`config.mk`:
```
export PLATFORM = sky130hd
export DESIGN_NAME = dp_alu
export DESIGN_NICKNAME = d
export VERILOG_FILES = /design/src/rtl/dp_alu_pkg.sv /design/src/rtl/dp_shifter.sv /design/src/rtl/dp_addsub.sv /design/src/rtl/dp_logic.sv /design/src/rtl/dp_alu.sv
export SDC_FILE = /design/constraint.sdc
export NUM_CORES = 1
export LEC_CHECK = 0
export BUFFER_PORTS_ARGS = -buffer_cell sky130_fd_sc_hd__clkbuf_2
export CAP_MARGIN = 5
export CORE_MARGIN = 4
export CORE_UTILIZATION = 25
export CTS_BUF_LIST = sky130_fd_sc_hd__clkbuf_8
export CTS_CLUSTER_DIAMETER = 60
export DETAILED_ROUTE_END_ITERATION = 8
export GPL_TIMING_DRIVEN = 1
export PLACE_DENSITY = 0.4
export SLEW_MARGIN = 15
export SYNTH_ARGS = -nofsm -noshare
export SYNTH_HDL_FRONTEND = slang
export SYNTH_SLANG_ARGS = --single-unit
```
`constraint.sdc`:
```
create_clock -name clk -period 1.4 [get_ports clk]
set_input_delay 0.28 -clock clk [delete_from_list [all_inputs] [get_ports clk]]
set_output_delay 0.28 -clock clk [all_outputs]
set_load 0.01 [all_outputs]
```
`src/rtl/dp_alu_pkg.sv`:
```
package dp_alu_pkg;

    typedef enum logic [3:0] {
        OP_AND     = 4'd0,
        OP_XOR     = 4'd1,
        OP_SUB     = 4'd2,
        OP_RSUB    = 4'd3,
        OP_ADD     = 4'd4,
        OP_ADDC    = 4'd5,
        OP_SUBC    = 4'd6,
        OP_RSUBC   = 4'd7,
        OP_TESTAND = 4'd8,
        OP_TESTXOR = 4'd9,
        OP_CMP     = 4'd10,
        OP_CMPNEG  = 4'd11,
        OP_OR      = 4'd12,
        OP_PASS    = 4'd13,
        OP_ANDN    = 4'd14,
        OP_NOT     = 4'd15
    } alu_op_e;

    typedef enum logic [1:0] {
        SH_LSL = 2'd0,
        SH_LSR = 2'd1,
        SH_ASR = 2'd2,
        SH_ROR = 2'd3
    } shift_e;

    // flag mask, bit order {N,Z,C,V}
    localparam logic [3:0] MASK_ARITH = 4'b1111;
    localparam logic [3:0] MASK_LOGIC = 4'b1110;
    localparam logic [3:0] MASK_NONE  = 4'b0000;

endpackage

```
`src/rtl/dp_shifter.sv`:
```
module dp_shifter
    import dp_alu_pkg::*;
#(
    parameter int W   = 32,
    parameter int SAW = $clog2(W)
) (
    input  logic [W-1:0]   val_i,
    input  logic [1:0]     kind_i,
    input  logic [SAW-1:0] amt_i,
    input  logic           cin_i,
    output logic [W-1:0]   val_o,
    output logic           cout_o
);

    int unsigned n;

    always_comb begin
        n      = int'(amt_i);
        val_o  = val_i;
        cout_o = cin_i;
        if (n != 0) begin
            case (kind_i)
                SH_LSL: begin
                    val_o  = val_i << n;
                    cout_o = val_i[W-n];
                end
                SH_LSR: begin
                    val_o  = val_i >> n;
                    cout_o = val_i[n-1];
                end
                SH_ASR: begin
                    val_o  = $signed(val_i) >>> n;
                    cout_o = val_i[n-1];
                end
                default: begin
                    val_o  = (val_i >> n) | (val_i << (W - n));
                    cout_o = val_i[n-1];
                end
            endcase
        end
    end

endmodule

```
`src/rtl/dp_addsub.sv`:
```
module dp_addsub #(
    parameter int W = 32
) (
    input  logic [W-1:0] x_i,
    input  logic [W-1:0] y_i,
    input  logic         cin_i,
    output logic [W-1:0] sum_o,
    output logic         cout_o,
    output logic         ovf_o
);

    logic [W:0] wide;

    always_comb begin
        wide   = {1'b0, x_i} + {1'b0, y_i} + {{W{1'b0}}, cin_i};
        sum_o  = wide[W-1:0];
        cout_o = wide[W];
        // same-sign inputs with a result of the other sign
        ovf_o  = (x_i[W-1] == y_i[W-1]) && (wide[W-1] != x_i[W-1]);
    end

endmodule

```
`src/rtl/dp_logic.sv`:
```
module dp_logic
    import dp_alu_pkg::*;
#(
    parameter int W = 32
) (
    input  logic [3:0]   op_i,
    input  logic [W-1:0] a_i,
    input  logic [W-1:0] b_i,
    output logic [W-1:0] res_o
);

    always_comb begin
        case (op_i)
            OP_AND, OP_TESTAND: res_o = a_i & b_i;
            OP_XOR, OP_TESTXOR: res_o = a_i ^ b_i;
            OP_OR:              res_o = a_i | b_i;
            OP_ANDN:            res_o = a_i & ~b_i;
            OP_PASS:            res_o = b_i;
            OP_NOT:             res_o = ~b_i;
            default:            res_o = '0;
        endcase
    end

endmodule

```
`src/rtl/dp_alu.sv`:
```
module dp_alu
    import dp_alu_pkg::*;
#(
    parameter int W   = 32,
    parameter int SAW = $clog2(W)
) (
    input  logic           clk,
    input  logic           rst_n,
    input  logic [3:0]     op_i,
    input  logic [W-1:0]   a_i,
    input  logic [W-1:0]   b_i,
    input  logic [1:0]     shtype_i,
    input  logic [SAW-1:0] shamt_i,
    input  logic           carry_i,
    input  logic           set_flags_i,
    output logic [W-1:0]   result_o,
    output logic           flag_n_o,
    output logic           flag_z_o,
    output logic           flag_c_o,
    output logic           flag_v_o,
    output logic [3:0]     flag_upd_o,
    output logic           wr_en_o
);

    typedef struct packed {
        logic [W-1:0] res;
        logic         n;
        logic         z;
        logic         c;
        logic         v;
        logic [3:0]   upd;
        logic         wr;
    } stage_t;

    stage_t st_d, st_q;

    logic [W-1:0] b_sh;
    logic         sh_co;
    logic [W-1:0] add_x, add_y, add_sum, log_res;
    logic         add_ci, add_co, add_ov;
    logic         is_arith, is_cmp;

    dp_shifter #(.W(W), .SAW(SAW)) u_shift (
        .val_i  (b_i),
        .kind_i (shtype_i),
        .amt_i  (shamt_i),
        .cin_i  (carry_i),
        .val_o  (b_sh),
        .cout_o (sh_co)
    );

    // operand steering for the shared adder
    always_comb begin
        add_x  = a_i;
        add_y  = b_sh;
        add_ci = 1'b0;
        case (op_i)
            OP_SUB, OP_CMP: begin add_y = ~b_sh; add_ci = 1'b1;    end
            OP_SUBC:        begin add_y = ~b_sh; add_ci = carry_i; end
            OP_RSUB:        begin add_x = b_sh; add_y = ~a_i; add_ci = 1'b1;    end
            OP_RSUBC:       begin add_x = b_sh; add_y = ~a_i; add_ci = carry_i; end
            OP_ADDC:        add_ci = carry_i;
            default:        add_ci = 1'b0;
        endcase
    end

    dp_addsub #(.W(W)) u_add (
        .x_i    (add_x),
        .y_i    (add_y),
        .cin_i  (add_ci),
        .sum_o  (add_sum),
        .cout_o (add_co),
        .ovf_o  (add_ov)
    );

    dp_logic #(.W(W)) u_logic (
        .op_i  (op_i),
        .a_i   (a_i),
        .b_i   (b_sh),
        .res_o (log_res)
    );

    always_comb begin
        is_arith = op_i inside {OP_SUB, OP_RSUB, OP_ADD, OP_ADDC, OP_SUBC,
                                OP_RSUBC, OP_CMP, OP_CMPNEG};
        is_cmp   = op_i inside {OP_TESTAND, OP_TESTXOR, OP_CMP, OP_CMPNEG};
        st_d.res = is_arith ? add_sum : log_res;
        st_d.n   = st_d.res[W-1];
        st_d.z   = (st_d.res == '0);
        st_d.c   = is_arith ? add_co : sh_co;
        st_d.v   = is_arith ? add_ov : 1'b0;
        st_d.wr  = !is_cmp;
        if (is_cmp || set_flags_i)
            st_d.upd = is_arith ? MASK_ARITH : MASK_LOGIC;
        else
            st_d.upd = MASK_NONE;
    end

    always_ff @(posedge clk or negedge rst_n) begin
        if (!rst_n) st_q <= '0;
        else        st_q <= st_d;
    end

    assign result_o   = st_q.res;
    assign flag_n_o   = st_q.n;
    assign flag_z_o   = st_q.z;
    assign flag_c_o   = st_q.c;
    assign flag_v_o   = st_q.v;
    assign flag_upd_o = st_q.upd;
    assign wr_en_o    = st_q.wr;

endmodule

```
==> flow_metrics.py <==
metrics = {
    "sta": {
        "fmax_ghz": 0.185,
        "hold_viol": 0,
        "setup_tns_ns": -108.65,
        "post-route-period-util_pct": 387,
        "drv_slew": 0,
        "tightestPinTransition_ns": 0.744,
        "rsz0062_at_grt": "true",
        "fin_crit_ns": 5.41,
        "setup_slack_ns": -4.01,
        "finalSetupViolations": 35,
        "maxSlewHeadroom_pct": 50.3,
    },
    "critical_path": {
        "crit_top_cell": "buf_6",
        "max_stage_delay_ns": 0.43,
        "crit_slowest_cell": "o32a_4",
        "cp.arrival_ns": 5.64,
        "worstSetupEndpointType": "flip-flop",
        "crit_required_ns": 1.63,
        "crit_buf_inv": 8,
        "worstSetupPathType": "in2reg",
        "crit_family": "compound AO/OA/AOI/OAI gates",
        "cp_max_fo": 15,
        "startpoint_type": "input pin",
    },
    "route": {
        "ant_nets": 0,
        "via_per_inst": 5.96,
        "drt_first_pass_iters": 6,
        "drc": 0,
        "dr.first_iter.drc_count": 2516,
        "wirelength_um": 107000,
        "wl_per_cell_um": 30.0,
        "dr_total_vias": 21200,
    },
    "synthesis": {
        "synthTopCellsByCount": "182 x nand2_1, 159 x mux2i_1, 149 x o21ai_0",
        "ys_ff_latch": 38,
        "async_reset_ff_share_pct": 100,
        "yosysSeqAreaShare_pct": 6.52,
        "yosys-top-cells-area": "mux4_2 15%, mux2i_1 11%, dfrtp_1 6.5%",
        "synth_nets": 2044,
        "synth-edff-count": 0,
        "netlist_instances": 1898,
        "yosysTopAreaCell": "mux4_2",
        "synth.distinct_cells": 96,
        "synth_top_flop_cell": "dfrtp_1",
        "yosysTopAreaCellShare_pct": 14.7,
        "synthMostInstantiatedCell": "nand2_1",
        "avgSynthCellArea_um2": 7.69,
        "syn_area_mm2": 0.0146,
        "yosysWarnings": 0,
    },
    "grt": {
        "antenna_found_initial": 4,
        "grt_pass1_wl_um": 150000,
        "grt_overflow": 0,
        "grt_pass1_vias": 20400,
        "grt_usage_pct": 32.2,
        "grt_max_degree": 64,
    },
    "power_and_ir_drop": {
        "p_per_area_mw_per_mm2": 714,
        "leakage_nw": 11.2,
        "total_power_mw": 17.8,
        "seqPwrFrac_pct": 8.4,
        "switching_share_pct": 48.6,
        "p_comb_share_pct": 87.1,
        "ir_worst_vdd_mv": 0.559,
        "internal-power_mw": 9.14,
        "p_clk_share_pct": 4.5,
        "p_sw_mw": 8.66,
    },
    "hold_path": {
        "min_path_cells": 3,
        "hold_path_class": "in2reg",
        "worstHoldEndpoint": "flag_upd_o[2]$_DFF_PN0_",
        "min_from": "set_flags_i",
    },
    "layout": {
        "finalInstanceArea_mm2": 0.0249,
        "fill_cells": 5924,
        "drive_gt1_share_pct": 54.3,
        "nets": 2934,
        "stdcell_count": 3555,
        "area_growth_pct": 71.0,
    },
    "place": {
        "dpl_cell_area_mm2": 0.0227,
        "dp_hpwl_um": 87000,
        "placed_cells_incl_taps": 3480,
        "gp_routability_congestion": 1.08,
        "numPortBuffers": 119,
    },
    "die": {
        "die_y_um": 250,
        "coreArea_mm2": 0.0577,
        "ios": 120,
        "fp.dieW_um": 250,
        "fp-row-count": 88,
        "initial_core_util_pct": 25.3,
        "dieArea_mm2": 0.0623,
    },
    "clock_network": {
        "numCtsBuffers": 5,
        "htreeDepth": 2,
        "clkTransAtPathRegs_ns": 0.09,
        "cts_buffer_depth": 2,
        "clkSinkCount": 38,
        "clockRootBuffer": "clkbuf_8",
        "cts_tree": "yes",
    },
    "run_status": {
        "failed_checks": "setup timing",
        "outcome": "finished, violations left",
    },
    "run": {
        "maxCapViolCount": 0,
    },
}
layout by cell type (no fill, tap or decap), types with 9 or more instances in the layout:
cell,n
o2111ai_1,12
nor2b_1,19
buf_6,47
ha_1,60
mux4_2,95
nor3_1,36
nor2_1,133
o22ai_1,32
a21oi_2,28
a21o_1,19
a221oi_2,12
nand3_1,34
a211oi_1,27
inv_1,61
dfrtp_1,38
buf_8,9
and2_1,10
o21a_1,12
buf_12,39
a21oi_1,92
a31oi_1,21
o211ai_1,29
mux2i_2,15
xnor2_1,9
o21ai_1,35
nand2b_1,23
nor2_2,14
o21ai_0,103
xnor2_2,10
o21ai_2,11
o221ai_1,17
mux2i_1,138
mux2_2,47
nand2_1,166
buf_4,867
nand2_2,16
clkbuf_2,113
registers in the layout, indices dropped and copies added (netlist names):
name / count
flag_v_o: 1
result_o: 31
flag_n_o: 1
flag_z_o: 1
flag_upd_o: 2
wr_en_o: 1
flag_c_o: 1
power by group through the flow:
stage / combinational (mW) / clock (mW) / sequential [mW]
3_3_place_gp: 13.1 / 0 / 1.51
3_5_place_dp: 13.0 / 0 / 1.52
5_1_grt: 16.2 / 0.878 / 1.52
6_report: 15.5 / 0.807 / 1.49
4_1_cts: 14.1 / 0.829 / 1.50
2_1_floorplan: 5.99 / 0 / 1.66
worst max-delay path by stage:
stage	endpoint	depth (start not counted)	startpoint
3_3_place_gp	flag_z_o$_DFF_PN0_	22	shamt_i[0]
2_1_floorplan	flag_z_o$_DFF_PN0_	27	shamt_i[0]
3_5_place_dp	flag_z_o$_DFF_PN0_	22	shamt_i[0]
5_1_grt	flag_z_o$_DFF_PN0_	25	shamt_i[0]
4_1_cts	flag_z_o$_DFF_PN0_	25	shamt_i[0]
6_report	flag_z_o$_DFF_PN0_	27	shamt_i[2]
what timing repair did:
action | CTS | global route
endpoints found under the hold margin | 38 | 0
resized for setup | 182 | 181
pin swaps | 63 | 65
setup buffers | 38 | 34
hold buffers | 1 | 0
endpoints found under the setup margin | 36 | 36
gates cloned | 1 | 2
kinds of logic (layout without fill, tap and decap cells):
group	Yosys count	count (layout)	share of synthesized area [%]
buffers and inverters	267	1157	8.24
adders and majority gates	67	67	5.85
and+or+nand+nor	548	548	17.8
DFF	38	38	6.52
other	0	2	0
muxes	308	308	29.7
AOI/OAI and AO/OA	641	641	30.1
xor gates and xnor gates	29	29	1.79
layout make-up:
class / count / area [um2] / share of cell area (%)
clock inverters: 2 / 10.0 / 0.0401
well taps: 765 / 957 / 3.84
repair buffers: 1081 / 8610 / 34.5
flip-flops and latches: 38 / 951 / 3.81
multi-input cells: 1593 / 14100 / 56.4
diodes: 2 / 5.00 / 0.0201
clock buffers: 5 / 68.8 / 0.276
inverters: 69 / 270 / 1.08
per-layer routing:
layer | track usage (%) | part of all wire [%]
met1 | 45.6 | 43
met2 | 48.5 | 43
met3 | 6.87 | 9.7
met4 | 11.0 | 4.7
met5 | 1.00 | 0.083
through the flow:
step | util, % | setup WS [ns] | hold slack [ns]
global route | 43.2 | -4.18 | 0.330
detailed placement | 39.3 | -5.10 | 0.270
global placement | 39.3 | -5.16 | 0.264
finish | 43.2 | -4.01 | 0.309
floorplan | - | -4.04 | -0.0156
CTS | 41.3 | -3.96 | 0.309
No activity file was read; power rests on OpenSTA's default activity.
